`config.mk`:
```
export PLATFORM = sky130hd
export DESIGN_NAME = pcm_rx_status
export DESIGN_NICKNAME = d
export VERILOG_FILES = /design/src/rtl/rxstat_pkg.sv /design/src/rtl/rxstat_flag.sv /design/src/rtl/rxstat_chan.sv /design/src/rtl/pcm_rx_status.sv
export SDC_FILE = /design/constraint.sdc
export NUM_CORES = 1
export LEC_CHECK = 0
export BUFFER_PORTS_ARGS = -buffer_cell sky130_fd_sc_hd__buf_2
export CORE_ASPECT_RATIO = 1.1
export CORE_MARGIN = 1
export CORE_UTILIZATION = 28
export DETAILED_ROUTE_END_ITERATION = 8
export PLACE_DENSITY = 0.78
export SLEW_MARGIN = 20
export SYNTH_ARGS = -nofsm -noshare
export SYNTH_HDL_FRONTEND = slang
export SYNTH_SLANG_ARGS = --single-unit
```
`constraint.sdc`:
```
create_clock -name clk -period 1.15 [get_ports clk]
set_input_delay 0.0575 -clock clk [delete_from_list [all_inputs] [get_ports clk]]
set_output_delay 0.0575 -clock clk [all_outputs]
set_load 0.01 [all_outputs]
```
`src/rtl/rxstat_pkg.sv`:
```
package rxstat_pkg;
  localparam int unsigned REG_W  = 32;
  localparam int unsigned NUM_CH = 2;

  // Flag positions decoded by host software.
  localparam int unsigned POS_SADDR = 22;
  localparam int unsigned POS_SDATA = 21;
  localparam int unsigned POS_REQ_L = 20;
  localparam int unsigned POS_REQ_R = 19;
  localparam int unsigned POS_OVR_L = 13;
  localparam int unsigned POS_OVR_R = 12;

  typedef struct packed {
    logic req;
    logic ovr;
  } chan_flags_t;

  typedef struct packed {
    logic fresh;    // new sample captured
    logic rd;       // sample register read
  } chan_evt_t;

  function automatic int unsigned req_pos(input int unsigned ch);
    return (ch == 0) ? POS_REQ_L : POS_REQ_R;
  endfunction

  function automatic int unsigned ovr_pos(input int unsigned ch);
    return (ch == 0) ? POS_OVR_L : POS_OVR_R;
  endfunction
endpackage

```
`src/rtl/rxstat_flag.sv`:
```
module rxstat_flag (
  input  logic clk,
  input  logic rst_n,
  input  logic set_i,
  input  logic hw_clr_i,
  input  logic wr_en_i,
  input  logic wr_bit_i,
  output logic q_o
);
  logic host_clr;
  assign host_clr = wr_en_i && !wr_bit_i;

  always_ff @(posedge clk or negedge rst_n) begin
    if (!rst_n)                      q_o <= 1'b0;
    else if (set_i)                  q_o <= 1'b1;
    else if (host_clr || hw_clr_i)   q_o <= 1'b0;
  end


  set_wins_chk: assert property (@(posedge clk) disable iff (!rst_n)
    set_i |=> q_o);


  wr_one_keeps_chk: assert property (@(posedge clk) disable iff (!rst_n)
    (wr_en_i && wr_bit_i && !hw_clr_i && !set_i) |=> (q_o == $past(q_o)));


  wr_zero_clears_chk: assert property (@(posedge clk) disable iff (!rst_n)
    (host_clr && !set_i) |=> !q_o);
endmodule

```
`src/rtl/rxstat_chan.sv`:
```
module rxstat_chan
  import rxstat_pkg::*;
(
  input  logic        clk,
  input  logic        rst_n,
  input  chan_evt_t   evt_i,
  input  logic        dma_mode_i,
  input  logic        wr_en_i,
  input  logic        wr_req_bit_i,
  input  logic        wr_ovr_bit_i,
  output chan_flags_t flags_o
);
  logic consume;
  logic ovr_set;

  // A read consumes the sample only in DMA mode.
  assign consume = dma_mode_i && evt_i.rd;
  // New sample while the old one is still pending and not being consumed.
  assign ovr_set = evt_i.fresh && flags_o.req && !consume;

  rxstat_flag u_req (
    .clk      (clk),
    .rst_n    (rst_n),
    .set_i    (evt_i.fresh),
    .hw_clr_i (consume),
    .wr_en_i  (wr_en_i),
    .wr_bit_i (wr_req_bit_i),
    .q_o      (flags_o.req)
  );

  rxstat_flag u_ovr (
    .clk      (clk),
    .rst_n    (rst_n),
    .set_i    (ovr_set),
    .hw_clr_i (1'b0),
    .wr_en_i  (wr_en_i),
    .wr_bit_i (wr_ovr_bit_i),
    .q_o      (flags_o.ovr)
  );


  dma_rd_clr_chk: assert property (@(posedge clk) disable iff (!rst_n)
    (dma_mode_i && evt_i.rd && !evt_i.fresh) |=> !flags_o.req);


  nodma_rd_hold_chk: assert property (@(posedge clk) disable iff (!rst_n)
    (!dma_mode_i && flags_o.req && !(wr_en_i && !wr_req_bit_i)) |=> flags_o.req);


  ovr_raise_chk: assert property (@(posedge clk) disable iff (!rst_n)
    (evt_i.fresh && flags_o.req && !(dma_mode_i && evt_i.rd)) |=> flags_o.ovr);


  ovr_sticky_chk: assert property (@(posedge clk) disable iff (!rst_n)
    (flags_o.ovr && !(wr_en_i && !wr_ovr_bit_i)) |=> flags_o.ovr);
endmodule

```
`src/rtl/pcm_rx_status.sv`:
```
module pcm_rx_status
  import rxstat_pkg::*;
#(
  parameter int unsigned DATA_W = REG_W
) (
  input  logic              clk,
  input  logic              rst_n,
  input  logic              sts_addr_stb,
  input  logic              sts_data_stb,
  input  logic              left_new,
  input  logic              right_new,
  input  logic              left_rd,
  input  logic              right_rd,
  input  logic              dma_mode,
  input  logic              wr_en,
  input  logic [DATA_W-1:0] wr_data,
  output logic [DATA_W-1:0] rd_data,
  output logic              left_req,
  output logic              right_req
);
  localparam logic [DATA_W-1:0] DEF_MASK =
      (DATA_W'(1) << POS_SADDR) | (DATA_W'(1) << POS_SDATA) |
      (DATA_W'(1) << POS_REQ_L) | (DATA_W'(1) << POS_REQ_R) |
      (DATA_W'(1) << POS_OVR_L) | (DATA_W'(1) << POS_OVR_R);

  chan_evt_t   evt   [NUM_CH];
  chan_flags_t flags [NUM_CH];
  logic        saddr_q;
  logic        sdata_q;
  logic        unused_wr_bits;

  assign evt[0] = '{fresh: left_new,  rd: left_rd};
  assign evt[1] = '{fresh: right_new, rd: right_rd};

  rxstat_flag u_saddr (
    .clk      (clk),
    .rst_n    (rst_n),
    .set_i    (sts_addr_stb),
    .hw_clr_i (1'b0),
    .wr_en_i  (wr_en),
    .wr_bit_i (wr_data[POS_SADDR]),
    .q_o      (saddr_q)
  );

  rxstat_flag u_sdata (
    .clk      (clk),
    .rst_n    (rst_n),
    .set_i    (sts_data_stb),
    .hw_clr_i (1'b0),
    .wr_en_i  (wr_en),
    .wr_bit_i (wr_data[POS_SDATA]),
    .q_o      (sdata_q)
  );

  for (genvar c = 0; c < NUM_CH; c++) begin : g_chan
    rxstat_chan u_chan (
      .clk          (clk),
      .rst_n        (rst_n),
      .evt_i        (evt[c]),
      .dma_mode_i   (dma_mode),
      .wr_en_i      (wr_en),
      .wr_req_bit_i (wr_data[req_pos(c)]),
      .wr_ovr_bit_i (wr_data[ovr_pos(c)]),
      .flags_o      (flags[c])
    );
  end

  always_comb begin
    rd_data = '0;
    rd_data[POS_SADDR] = saddr_q;
    rd_data[POS_SDATA] = sdata_q;
    for (int c = 0; c < NUM_CH; c++) begin
      rd_data[req_pos(c)] = flags[c].req;
      rd_data[ovr_pos(c)] = flags[c].ovr;
    end
  end

  assign left_req  = flags[0].req;
  assign right_req = flags[1].req;

  // Reserved write bits are ignored by design.
  assign unused_wr_bits = ^(wr_data & ~DEF_MASK);


  saddr_seen_chk: assert property (@(posedge clk) disable iff (!rst_n)
    sts_addr_stb |=> rd_data[POS_SADDR]);


  sdata_seen_chk: assert property (@(posedge clk) disable iff (!rst_n)
    sts_data_stb |=> rd_data[POS_SDATA]);


  req_seen_chk: assert property (@(posedge clk) disable iff (!rst_n)
    (left_new || right_new) |=> ((left_req || !$past(left_new)) && (right_req || !$past(right_new))));
endmodule

```
==> results.sh <==
export IMPL_setup_viol_count_final=0
export IMPL_leakagePower_nw=0.317
export IMPL_final_layout_size_suffix_gt1_share_pct=36.4
export IMPL_die_width_um=42.4
export IMPL_power_switching_share_pct=30.2
export IMPL_synth_lib_cells_used_distinct=7
export IMPL_post_synth_inst_count=53
export IMPL_average_wire_per_standard_cell_um=8.59
export IMPL_number_of_antenna_violations_at_the_first_check_in_global_routing=0
export IMPL_synth_yosys_warnings=0
export IMPL_sequential_power_share_pct=40.3
export IMPL_cellInternalPower_uw=421
export IMPL_h_tree_depth=1
export IMPL_combPwrFrac_pct=26.3
export IMPL_timing_setup_tns_ns=0
export IMPL_detail_route_first_pass_iterations=2
export IMPL_timing_final_crit_period_ns=0.887
export IMPL_synth_area_leader_cell="sky130_fd_sc_hd__buf_4"
export IMPL_drt_iter0_drc=4
export IMPL_tritoncts="done"
export IMPL_max_freq_mhz=1130
export IMPL_die_area_um2=1970
export IMPL_p_clk_share_pct=33.4
export IMPL_timing_critical_path_to="g_chan[1].u_chan.u_ovr.q_o"
export IMPL_worst_supply_voltage_drop_on_vdd_mv=0.426
export IMPL_mostFrequentLayoutCell="sky130_fd_sc_hd__conb_1"
export IMPL_post_cts_setup_buffer_count=0
export IMPL_worst_setup_path_start_kind="flip-flop"
export IMPL_tritoncts_num_sinks=6
export IMPL_worst_endpoint_required_ns=1.28
export IMPL_area_growth_pct=12.5
export IMPL_post_drt_antenna_nets=0
export IMPL_routabilityCongestion=0.580
export IMPL_route_detailed_vias_per_inst=3.62
export IMPL_max_slew_violation_total_from_the_final_report=0
export IMPL_drc=0
export IMPL_path_clk_slew_ns=0.05
export IMPL_clk_path_buf_depth=2
export IMPL_synth_largest_type_area_fraction_pct=47.9
export IMPL_crit_arrival_ns=1.01
export IMPL_run_status="finished clean"
export IMPL_rr_startpoint="g_chan[1].u_chan.u_req.q_o"
export IMPL_hold_crit_class="in -> reg"
export IMPL_grt_overflow=0
export IMPL_synth_seq_cells=6
export IMPL_initial_utilization_pct=31.1
export IMPL_reg2reg_slack_ns=0.26
export IMPL_die_height_um=46.4
export IMPL_cts_made_buffers=3
export IMPL_powerDensity_nw_per_um2=1070
export IMPL_grt_setup_unrepaired="no"
export IMPL_holdBufCountCts=5
export IMPL_postSynthAreaPerCell_um2=9.47
export IMPL_endpoint_type_of_the_worst_setup_path="flip-flop"
export IMPL_global_route_usage_over_all_layers_pct=9.18
export IMPL_floorplan_core_area_um2=1610
export IMPL_synthTopCellsByArea="sky130_fd_sc_hd__buf_4 48%, sky130_fd_sc_hd__dfrtp_1 30%, sky130_fd_sc_hd__nand2b_1 7.5%, sky130_fd_sc_hd__a21o_1 6.0%, sky130_fd_sc_hd__a21boi_2 4.5%"
export IMPL_r2r_worst_path_cells=2
export IMPL_dr_total_vias=340
export IMPL_post_cts_resized_instances=0
export IMPL_critical_path_reg2reg_endpoint="g_chan[1].u_chan.u_ovr.q_o"
export IMPL_critical_path_startpoint="g_chan[1].u_chan.u_req.q_o"
export IMPL_path_class="reg -> reg"
export IMPL_dp_final_hpwl_um=639
export IMPL_final_nets=121
export IMPL_grt_max_degree=7
export IMPL_cts_root_buffer_cell="sky130_fd_sc_hd__clkbuf_4"
export IMPL_p_switching_uw=182
export IMPL_io_pins=76
export IMPL_worstPathMaxFanout=3
export IMPL_syn_cell_area_um2=502
export IMPL_grt_pass1_vias=296
export IMPL_ys_seq_area_share_pct=29.9
export IMPL_global_route_wire_length_before_repair_um=1210
export IMPL_finalHoldViolCount=0
export IMPL_nFillCells=178
export IMPL_post_route_period_util_pct=77.1
export IMPL_place_port_buffers=23
export IMPL_route_final_wire_length_um=807
export IMPL_std_cell_rows=15
export IMPL_layout_cells_most_common_list="26 x sky130_fd_sc_hd__conb_1, 23 x sky130_fd_sc_hd__buf_2, 6 x sky130_fd_sc_hd__nand2b_1, 6 x sky130_fd_sc_hd__dfrtp_1, 5 x sky130_fd_sc_hd__dlygate4sd3_1"
export IMPL_maxCapViolCount=0
export IMPL_antenna_cells=0
export IMPL_post_route_util_pct=35.0
export IMPL_fin_worst_skew_ns=0.00758
export IMPL_clk_insertion_delay_late_ns=0.25
==> Yosys cell counts, drive strengths merged <==
| cell | number |
|---|---|
| conb | 1 |
| a21boi | 2 |
| dfrtp | 6 |
| nand2b | 6 |
| buf | 32 |
| a22o | 2 |
| a21o | 4 |
==> state kept, by name, indices dropped and copies added (netlist names) <==
| name | count |
|---|---|
| u_saddr.q_o | 1 |
| u_sdata.q_o | 1 |
| g_chan.u_chan.u_req.q_o | 2 |
| g_chan.u_chan.u_ovr.q_o | 2 |
==> layer usage <==
layer | wire, um | vias up | GRT usage [%] | part of all wire [%]
met4 | 0 | 0 | 5.63 | 0
met1 | 268 | 152 | 7.33 | 33
li1 | - | 160 | - | -
met3 | 80 | 0 | 4.71 | 9.9
met5 | 0 | - | 0 | 0
met2 | 459 | 28 | 17.8 | 57
==> per-stage QoR <==
| step | hold WS [ns] | worst slack, ns | power (mW) | cells | cell area, um^2 |
|---|---|---|---|---|---|
| floorplan | -0.238 | 0.252 | 0.422 | 78 | 596 |
| detailed placement | -0.105 | 0.265 | 0.392 | 86 | 492 |
| global placement | -0.115 | 0.295 | 0.387 | 86 | 492 |
| finish | 0.0925 | 0.263 | 0.603 | 94 | 564 |
| CTS | 0.0840 | 0.259 | 0.618 | 94 | 564 |
| global route | 0.0991 | 0.215 | 0.646 | 94 | 564 |
==> layout make-up <==
class                           count  area [um^2]  area share [%]
Timing Repair Buffer               28          165            29.3
Clock buffer                        3         22.5            3.99
Multi-Input combinational cell     40          205            36.4
Tap cell                           17         21.3            3.77
Sequential cell                     6          150            26.6
==> critical path: stages (launching register included) <==
cell and delay (ns):
sky130_fd_sc_hd__dfrtp_1 0.38, sky130_fd_sc_hd__a21boi_2 0.17, sky130_fd_sc_hd__a22o_1 0.23
==> how the worst min path moves through the flow <==
stage	from	to	slack, ns	depth (start not counted)
4_1_cts	wr_data[22]	u_saddr.q_o	0.08	3
6_report	wr_data[22]	u_saddr.q_o	0.09	3
5_1_grt	wr_data[22]	u_saddr.q_o	0.1	3
2_1_floorplan	rst_n	g_chan[0].u_chan.u_ovr.q_o	-0.24	0
3_5_place_dp	rst_n	u_sdata.q_o	-0.10	1
3_3_place_gp	rst_n	u_saddr.q_o	-0.11	1
==> power by group through the flow <==
stage / Combinational, mW / Clock, mW / Sequential, mW
3_5_place_dp: 0.146 / 0 / 0.247
4_1_cts: 0.159 / 0.216 / 0.243
6_report: 0.158 / 0.201 / 0.243
5_1_grt: 0.177 / 0.223 / 0.247
3_3_place_gp: 0.142 / 0 / 0.245
2_1_floorplan: 0.175 / 0 / 0.247
==> cells by family (layout without fill, tap and decap cells) <==
group,count (synthesis),after routing,share of synthesized area [%]
simple gates,6,6,7.48
compound gates,8,8,14.0
buf+inv,32,31,47.9
flops,6,6,29.9
other cells,1,26,0.747
Note: power is estimated with default switching activity, not from simulation.
